$ cat config.mk
export PLATFORM = sky130hd
export DESIGN_NAME = kbc_host_if
export DESIGN_NICKNAME = d
export VERILOG_FILES = /design/src/rtl/kbc_pkg.sv /design/src/rtl/kbc_port_decode.sv /design/src/rtl/kbc_input_side.sv /design/src/rtl/kbc_output_side.sv /design/src/rtl/kbc_host_if.sv
export SDC_FILE = /design/constraint.sdc
export NUM_CORES = 1
export LEC_CHECK = 0
export BUFFER_PORTS_ARGS = -buffer_cell sky130_fd_sc_hd__buf_2
export CAP_MARGIN = 30
export CORE_ASPECT_RATIO = 1.1
export CORE_MARGIN = 2
export CORE_UTILIZATION = 45
export CTS_BUF_LIST = sky130_fd_sc_hd__clkbuf_4 sky130_fd_sc_hd__clkbuf_8
export CTS_CLUSTER_DIAMETER = 30
export DETAILED_ROUTE_END_ITERATION = 8
export GPL_TIMING_DRIVEN = 0
export PLACE_DENSITY = 0.8
export SLEW_MARGIN = 30
export SYNTH_ARGS = -nofsm -noshare
export SYNTH_HDL_FRONTEND = slang
export SYNTH_SLANG_ARGS = --single-unit
$ cat constraint.sdc
create_clock -name clk -period 2 [get_ports clk]
set_clock_uncertainty 0.05 [all_clocks]
set_input_delay 0.1 -clock clk [delete_from_list [all_inputs] [get_ports clk]]
set_output_delay 0.1 -clock clk [all_outputs]
set_load 0.02 [all_outputs]
$ cat src/rtl/kbc_pkg.sv
// Shared constants for the keyboard controller host interface.
// Assumes a byte-wide status register with fixed flag positions.
package kbc_pkg;
    localparam int KBC_DW  = 8;
    localparam int STS_OBF = 0;
    localparam int STS_IBF = 1;
    localparam int STS_CD  = 3;
    // Bits the firmware may drive directly in the status byte.
    localparam logic [KBC_DW-1:0] CTL_MASK = 8'hF4;
    localparam logic [KBC_DW-1:0] IDLE_READ = 8'hFF;
endpackage

$ cat src/rtl/kbc_port_decode.sv
// Address decoder for the two host ports.
// Turns the host strobes into per-port write and read events.
// Assumes DATA_PORT and CMD_PORT differ. Strobes are one cycle wide.
module kbc_port_decode #(
    parameter int                ADDR_W    = 16,
    parameter logic [ADDR_W-1:0] DATA_PORT = 16'h0060,
    parameter logic [ADDR_W-1:0] CMD_PORT  = 16'h0064
) (
    input  logic [ADDR_W-1:0] host_addr,
    input  logic              host_wr,
    input  logic              host_rd,
    output logic              addr_is_data,
    output logic              addr_is_cmd,
    output logic              data_wr,
    output logic              cmd_wr,
    output logic              data_rd
);
    // Compare the address against both ports and qualify the strobes.
    always_comb begin
        addr_is_data = (host_addr == DATA_PORT);
        addr_is_cmd  = (host_addr == CMD_PORT);
        data_wr      = host_wr && addr_is_data;
        cmd_wr       = host_wr && addr_is_cmd;
        data_rd      = host_rd && addr_is_data;
    end
endmodule

$ cat src/rtl/kbc_input_side.sv
// Input byte, command flag and input-full flag.
// The host fills the byte. The firmware drains it with a read strobe.
// Assumes data_wr and cmd_wr are never high together.
module kbc_input_side #(
    parameter int DW = kbc_pkg::KBC_DW
) (
    input  logic          clk,
    input  logic          rst_n,
    input  logic          data_wr,
    input  logic          cmd_wr,
    input  logic [DW-1:0] wdata,
    input  logic          ec_rd,
    output logic [DW-1:0] in_data,
    output logic          cd_flag,
    output logic          ibf
);
    logic [DW-1:0] in_q;
    logic          cd_q;
    logic          ibf_q;
    logic          any_wr;

    assign any_wr = data_wr || cmd_wr;

    // Capture host writes; a host write beats a same-cycle firmware drain.
    always_ff @(posedge clk) begin
        if (!rst_n) begin
            in_q  <= '0;
            cd_q  <= 1'b0;
            ibf_q <= 1'b0;
        end else if (any_wr) begin
            in_q  <= wdata;
            cd_q  <= cmd_wr;
            ibf_q <= 1'b1;
        end else if (ec_rd) begin
            ibf_q <= 1'b0;
        end
    end

    assign in_data = in_q;
    assign cd_flag = cd_q;
    assign ibf     = ibf_q;

    // data-port write lands with command flag low
    a_r1_data_write: assert property (@(posedge clk) disable iff (!rst_n)
        (rst_n && data_wr) |=> (ibf_q && !cd_q && in_q == $past(wdata)));

    // command-port write lands with command flag high
    a_r2_cmd_write: assert property (@(posedge clk) disable iff (!rst_n)
        (rst_n && cmd_wr) |=> (ibf_q && cd_q && in_q == $past(wdata)));

    // firmware read drains input-full when no host write collides
    a_r4_drain: assert property (@(posedge clk) disable iff (!rst_n)
        (rst_n && ec_rd && !any_wr) |=> !ibf_q);

    // without strobes the input side holds still
    a_r8_hold: assert property (@(posedge clk) disable iff (!rst_n)
        (rst_n && !any_wr && !ec_rd) |=> $stable({in_q, cd_q, ibf_q}));
endmodule

$ cat src/rtl/kbc_output_side.sv
// Output byte, output-full flag and the two host interrupt lines.
// The firmware loads the byte. A host data read clears the flag and
// interrupts only when hw_clear_en is set; otherwise the firmware clears them.
// Assumes single-cycle strobes.
module kbc_output_side #(
    parameter int DW = kbc_pkg::KBC_DW
) (
    input  logic          clk,
    input  logic          rst_n,
    input  logic          ec_load,
    input  logic [DW-1:0] ec_data,
    input  logic          ec_aux,
    input  logic          ec_clr,
    input  logic          host_data_rd,
    input  logic          hw_clear_en,
    output logic [DW-1:0] out_data,
    output logic          obf,
    output logic          kirq,
    output logic          mirq
);
    logic [DW-1:0] out_q;
    logic          obf_q;
    logic          kirq_q;
    logic          mirq_q;
    logic          clear_now;

    assign clear_now = ec_clr || (host_data_rd && hw_clear_en);

    // Load has priority over either clearing path.
    always_ff @(posedge clk) begin
        if (!rst_n) begin
            out_q  <= '0;
            obf_q  <= 1'b0;
            kirq_q <= 1'b0;
            mirq_q <= 1'b0;
        end else if (ec_load) begin
            out_q  <= ec_data;
            obf_q  <= 1'b1;
            kirq_q <= !ec_aux;
            mirq_q <= ec_aux;
        end else if (clear_now) begin
            obf_q  <= 1'b0;
            kirq_q <= 1'b0;
            mirq_q <= 1'b0;
        end
    end

    assign out_data = out_q;
    assign obf      = obf_q;
    assign kirq     = kirq_q;
    assign mirq     = mirq_q;

    // load sets output-full and the selected interrupt only
    a_r5_load: assert property (@(posedge clk) disable iff (!rst_n)
        (rst_n && ec_load) |=> (obf_q && out_q == $past(ec_data)
                                && kirq_q == !$past(ec_aux) && mirq_q == $past(ec_aux)));

    // an interrupt line is only high while output-full is set
    a_r5_irq_needs_obf: assert property (@(posedge clk) disable iff (!rst_n)
        (kirq_q || mirq_q) |-> obf_q);

    // hardware clearing on host data read when enabled
    a_r6_hw_clear: assert property (@(posedge clk) disable iff (!rst_n)
        (rst_n && host_data_rd && hw_clear_en && !ec_load)
        |=> (!obf_q && !kirq_q && !mirq_q));

    // host data read without the enable leaves the flags alone
    a_r7_no_hw_clear: assert property (@(posedge clk) disable iff (!rst_n)
        (rst_n && host_data_rd && !hw_clear_en && !ec_load && !ec_clr)
        |=> $stable({obf_q, kirq_q, mirq_q}));

    // firmware clear drops flag and interrupts
    a_r7_fw_clear: assert property (@(posedge clk) disable iff (!rst_n)
        (rst_n && ec_clr && !ec_load) |=> (!obf_q && !kirq_q && !mirq_q));
endmodule

$ cat src/rtl/kbc_host_if.sv
// Host register interface of an 8042-style keyboard controller.
// Decodes a data port and a command/status port, holds the input and
// output bytes and the status byte, and drives keyboard and mouse interrupts.
// Assumes one clock, synchronous active-low reset and one-cycle strobes.
module kbc_host_if #(
    parameter int                ADDR_W    = 16,
    parameter logic [ADDR_W-1:0] DATA_PORT = 16'h0060,
    parameter logic [ADDR_W-1:0] CMD_PORT  = 16'h0064
) (
    input  logic              clk,
    input  logic              rst_n,
    input  logic [ADDR_W-1:0] host_addr,
    input  logic              host_wr,
    input  logic              host_rd,
    input  logic [7:0]        host_wdata,
    output logic [7:0]        host_rdata,
    input  logic              hw_clear_en,
    input  logic              ec_in_rd,
    output logic [7:0]        ec_in_data,
    output logic              ec_in_cmd,
    input  logic              ec_out_wr,
    input  logic [7:0]        ec_out_data,
    input  logic              ec_out_aux,
    input  logic              ec_obf_clr,
    input  logic              ec_ctl_wr,
    input  logic [7:0]        ec_ctl_data,
    output logic [7:0]        ec_status,
    output logic              kirq,
    output logic              mirq
);
    import kbc_pkg::*;

    logic              addr_is_data;
    logic              addr_is_cmd;
    logic              data_wr;
    logic              cmd_wr;
    logic              data_rd;
    logic [KBC_DW-1:0] in_byte;
    logic [KBC_DW-1:0] out_byte;
    logic              cd_flag;
    logic              ibf;
    logic              obf;
    logic [KBC_DW-1:0] ctl_q;
    logic [KBC_DW-1:0] status;

    kbc_port_decode #(
        .ADDR_W   (ADDR_W),
        .DATA_PORT(DATA_PORT),
        .CMD_PORT (CMD_PORT)
    ) i_decode (
        .host_addr   (host_addr),
        .host_wr     (host_wr),
        .host_rd     (host_rd),
        .addr_is_data(addr_is_data),
        .addr_is_cmd (addr_is_cmd),
        .data_wr     (data_wr),
        .cmd_wr      (cmd_wr),
        .data_rd     (data_rd)
    );

    kbc_input_side #(.DW(KBC_DW)) i_input (
        .clk    (clk),
        .rst_n  (rst_n),
        .data_wr(data_wr),
        .cmd_wr (cmd_wr),
        .wdata  (host_wdata),
        .ec_rd  (ec_in_rd),
        .in_data(in_byte),
        .cd_flag(cd_flag),
        .ibf    (ibf)
    );

    kbc_output_side #(.DW(KBC_DW)) i_output (
        .clk         (clk),
        .rst_n       (rst_n),
        .ec_load     (ec_out_wr),
        .ec_data     (ec_out_data),
        .ec_aux      (ec_out_aux),
        .ec_clr      (ec_obf_clr),
        .host_data_rd(data_rd),
        .hw_clear_en (hw_clear_en),
        .out_data    (out_byte),
        .obf         (obf),
        .kirq        (kirq),
        .mirq        (mirq)
    );

    // Firmware-owned status bits; the flag positions are kept at zero here.
    always_ff @(posedge clk) begin
        if (!rst_n) begin
            ctl_q <= '0;
        end else if (ec_ctl_wr) begin
            ctl_q <= ec_ctl_data & CTL_MASK;
        end
    end

    // Merge the hardware flags into the firmware bits.
    always_comb begin
        status          = ctl_q;
        status[STS_OBF] = obf;
        status[STS_IBF] = ibf;
        status[STS_CD]  = cd_flag;
    end

    // Select the byte the host sees from the current address.
    always_comb begin
        if (addr_is_cmd) begin
            host_rdata = status;
        end else if (addr_is_data) begin
            host_rdata = out_byte;
        end else begin
            host_rdata = IDLE_READ;
        end
    end

    assign ec_in_data = in_byte;
    assign ec_in_cmd  = cd_flag;
    assign ec_status  = status;

    // firmware bits only move on a firmware status write
    a_r9_ctl_hold: assert property (@(posedge clk) disable iff (!rst_n)
        (rst_n && !ec_ctl_wr) |=> ((ec_status & CTL_MASK) == $past(ec_status & CTL_MASK)));

    // a firmware status write leaves the hardware flags to their own logic
    a_r9_ctl_write: assert property (@(posedge clk) disable iff (!rst_n)
        (rst_n && ec_ctl_wr) |=> ((ec_status & CTL_MASK) == ($past(ec_ctl_data) & CTL_MASK)));

    // reset empties every register and drops both interrupts
    a_r10_reset: assert property (@(posedge clk)
        !rst_n |=> (ec_status == 8'h00 && ec_in_data == 8'h00 && !kirq && !mirq));
endmodule

=== Yosys cells after proc, flatten, opt, wreduce, memory -nomap -nowiden ===
Cells that the tools add are included.

* Reductions and logical operators: 9
* Mux-type cells: 8
* Eq/ne operators: 2

{| class="wikitable"
|+ Operators with widths
! operator !! count
|-
| $eq 16x7->1 const B || 2
|-
| $mux 8 || 2
|-
| $mux 1 || 6
|-
| $logic_and 1x1->1 || 4
|-
| $reduce_bool 2->1 || 2
|-
| $logic_or 1x1->1 || 2
|-
| $logic_not 1->1 || 1
|}

* Output and inout bits: 27
* Logic and storage cells: 27
* Input bits: 50
* Bits in registers: 26

=== Depth between registers and ports, before layout ===
* Depth after elaboration: 6
* Depth in mapped cells: 6
* Depth with buffers taken out: 4

=== By module ===
A second synthesis with hierarchy kept.

* Cells, all modules: 139
* Area, all modules: 1321.3 µm²

{| class="wikitable"
|+ By module, submodules not included
! module !! area each (µm²) !! seq. area each (µm²) !! instances !! cells each
|-
| kbc_output_side || 451.7 || 220.2 || 1 || 41
|-
| kbc_input_side || 401.6 || 200.2 || 1 || 44
|-
| kbc_host_if || 347.8 || 100.1 || 1 || 39
|-
| kbc_port_decode || 120.1 || 0.0 || 1 || 15
|}

=== Worst setup path before layout ===
OpenSTA, ideal clock, no wires.

* Path type: input-to-output
* Start point: in host_addr[7]
* End point: out host_rdata[0]
* Buffers on the path: 2
* Data required time: 1.850 ns
* Cell stages on the path: 6
* Arrival: 1.096 ns
* Slack: 0.754 ns
* Path through: nor4b_2 and4_1 buf_6 nand2b_4 buf_6 o22a_1

* Word-level cells in the longest chain between the ends: 3
* Elaborated cells between the ends (all ways): 4
* Classes of those cells: eq/ne (2); mux (2)

{| class="wikitable"
|+ Ends and longest elaborated chain
! what !! line !! source
|-
| start: declaration || kbc_host_if.sv:12 || <nowiki>input logic [ADDR_W-1:0] host_addr,</nowiki>
|-
| $eq 16x7->1 || kbc_port_decode.sv:20 || <nowiki>addr_is_data = (host_addr == DATA_PORT);</nowiki>
|-
| $mux 8 || kbc_host_if.sv:109 || <nowiki>end else if (addr_is_data) begin</nowiki>
|-
| $mux 8 * || kbc_host_if.sv:107 || <nowiki>if (addr_is_cmd) begin</nowiki>
|-
| end: declaration || kbc_host_if.sv:16 || <nowiki>output logic [7:0] host_rdata,</nowiki>
|}

Every way passes the cells marked *; elsewhere a longest branch is shown, timed or not.

=== Final worst setup path ===
* Start point: in host_addr[2]
* End point: out host_rdata[7]

The elaborated chain is that of the path after synthesis.

==> results.sh <==
export IMPL_cp_max_fo=8
export IMPL_synthSimpleGateAreaFrac_pct=23.91
export IMPL_wirelength_um=3157
export IMPL_synth_area_um2=1209
export IMPL_cts_root_buf="clkbuf_4"
export IMPL_required_ns=1.85
export IMPL_cts_buffers=3
export IMPL_hp_class="input port to register"
export IMPL_synth_compound_area_share_pct=8.799
export IMPL_postRouteAntennaNets=0
export IMPL_cts_path_max_buffers=2
export IMPL_clock_sinks=26
export IMPL_pin_count=77
export IMPL_antennaDiodeCount=0
export IMPL_synth_area_per_cell_um2=10.42
export IMPL_num_rows=19
export IMPL_worst_pin_slew_ns=0.4091
export IMPL_power_density_nw_per_um2=567.7
export IMPL_grt_first_pass_wirelength_um=4892
export IMPL_portBuffers=72
export IMPL_final_nets=267
export IMPL_slew_headroom_pct=72.73
export IMPL_startpoint_type="input port"
export IMPL_placedCellCount=219
export IMPL_post_cts_resized=0
export IMPL_drv_cap=0
export IMPL_worstSetupPathType="input port to output pin"
export IMPL_synth_xor_area_share_pct=0
export IMPL_setup_viol=0
export IMPL_overflow=0
export IMPL_finalSetupTns_ns=0
export IMPL_syn_inst=116
export IMPL_gp_congestion=0.7146
export IMPL_period_share_pct=77.29
export IMPL_power_leakage_nw=0.9774
export IMPL_cpPeakStageDelay_ns=0.53
export IMPL_core_area_um2=2520
export IMPL_dr_total_vias=1177
export IMPL_rsz0062_at_grt="no"
export IMPL_antenna_found_initial=0
export IMPL_htreeDepth=1
export IMPL_grt_max_degree=16
export IMPL_initial_core_util_pct=47.96
export IMPL_dieArea_um2=3117
export IMPL_first_iter_violations=4
export IMPL_vias_per_cell=4.765
export IMPL_cpMaxStageDelayCell="dlygate4sd3_1"
export IMPL_cts_tree="done"
export IMPL_clkTransAtPathRegs_ns=0.13
export IMPL_ys_ff_latch=26
export IMPL_yosys_warnings=0
export IMPL_drive_gt1_share_pct=40.74
export IMPL_synth_nets=166
export IMPL_area_growth_syn_to_layout_pct=57.25
export IMPL_hold_viol=0
export IMPL_synthAdderAreaFrac_pct=0
export IMPL_die_x_um=53.42
export IMPL_ir_worst_vdd_uv=481.5
export IMPL_dp_final_hpwl_um=2156
export IMPL_ys_seq_area_share_pct=43.06
export IMPL_drt_pass1_iterations=4
export IMPL_drc=0
export IMPL_fin_cells=247
export IMPL_crit_path_end_kind="output pin"
export IMPL_yosysUniqueCellTypes=24
export IMPL_min_period_ns=1.546
export IMPL_cpLargestDelayFamily="buffers and inverters"
export IMPL_avgRoutedWirePerCell_um=12.78
export IMPL_grt_use_total_pct=21.61
export IMPL_max_freq_ghz=0.6469
export IMPL_status="completed"
export IMPL_synth_top_family_by_area="simple AND/OR/NAND/NOR gates"
export IMPL_postCtsSetupBuffers=0
export IMPL_worstPathCellList="dlygate4sd3_1 -> buf_2 -> nand2b_4 -> buf_6 -> o22a_1 -> buf_2"
export IMPL_die_h_um=58.36
export IMPL_critPathArrivalTime_ns=1.40
export IMPL_cpMostUsedCell="buf_2"
export IMPL_slew_viol_final=0
export IMPL_insertion_delay_ns=0.32
export IMPL_cp_buffers_inverters=4
export IMPL_synthMuxAreaShare_pct=18.22
export IMPL_grt_pass1_vias=1140
timing repair:
item / CTS / global route
endpoints found under the hold margin: 23 / 1
hold buffers: 23 / 1
setup endpoints to repair: 0 / 0
final cells by class:
type	count	area, µm²
tap	31	38.79
timing repair buffer	96	600.6
buffer	11	68.82
clock inverter	1	30.03
fill	192	619.3
inverter	1	3.754
multi-input combinational	78	615.6
clock buffer	3	22.52
sequential	26	520.5
worst paths after layout:
| kind | depth (start not counted) | slack, ns | from | end |
|---|---|---|---|---|
| worst min-delay path | 3 | 0.06 | host_rd | i_output.obf |
| worst max register to register | 2 | 1.13 | i_output.kirq | i_output.kirq |
| worst max-delay path | 6 | 0.45 | host_addr[2] | host_rdata[7] |
| worst min register to register | 2 | 0.42 | i_input.in_data[0] | i_input.in_data[0] |
routing by layer:
metal	part of all wire [%]	GRT usage (%)
met1	41	23.29
met4	0.95	8.425
met2	53	40.74
met3	5.4	3.553
met5	0	0
synth_stat cells (all sizes together):
cell,count,area share (%)
nand2,20,7.0
nor4bb,2,1.7
nor2b,13,6.7
o22a,8,5.8
mux2i,22,18
inv,1,0.31
nor3,1,0.41
nand2b,2,1.7
and3b,1,0.72
a21boi,1,0.62
a22o,1,0.72
nor4b,2,2.5
nand4b,1,2.0
buf,6,4.1
dfxtp,26,43
and4,1,0.72
nor4,1,0.52
clkbuf,5,1.6
a32o,2,1.7
cells in the final DEF, fill, tap and decap left out, types with 2 or more instances in the layout:
| cell type | netlist | routed |
|---|---|---|
| dlygate4sd3_1 | 0 | 24 |
| o22a_1 | 8 | 8 |
| buf_2 | 1 | 73 |
| clkbuf_1 | 5 | 5 |
| buf_4 | 3 | 3 |
| nor2b_1 | 13 | 13 |
| dfxtp_1 | 26 | 26 |
| nor4bb_1 | 2 | 2 |
| nand2_1 | 18 | 18 |
| a32o_1 | 2 | 2 |
| mux2i_1 | 22 | 22 |
| nor4b_2 | 2 | 2 |
| buf_6 | 2 | 2 |
| clkbuf_4 | 0 | 3 |
where the power goes:
group	internal (mW)	switching (mW)	total [mW]
sequential	0.537	0.0110	0.548
combinational	0.103	0.0705	0.173
clock	0.203	0.155	0.357
flip-flops by register name (all words and copies together) (netlist names):
signal / count
i_input.in_data: 8
i_output.out_data: 8
ctl_q: 5
i_input.cd_flag: 1
i_input.ibf: 1
i_output.kirq: 1
i_output.mirq: 1
i_output.obf: 1
stage by stage:
step	area [µm²]	worst slack [ns]	total power [mW]	hold WS [ns]	util [%]
3_5_place_dp	1608	0.5012	0.6960	0.3010	63.80
2_1_floorplan	1209	0.7539	0.6266	0.1888	-
6_report	1901	0.4543	1.079	0.06472	75.42
3_3_place_gp	1608	0.5075	0.6905	0.2937	63.80
5_1_grt	1901	0.3884	1.130	0.04728	75.42
4_1_cts	1891	0.4687	1.088	0.007376	75.02
cell families (layout without fill, tap and decap cells):
kind of cell	after synthesis	after routing
AOI/OAI and AO/OA	12	12
buffers and inverters	12	112
DFF	26	26
muxes	22	22
and+or+nand+nor	44	44
tightest hold or removal path: stages:
cell	delay [ns]
buf_2	0.12
nand4b_4	0.09
a22o_1	0.11
(Power assumes the default switching activity.)
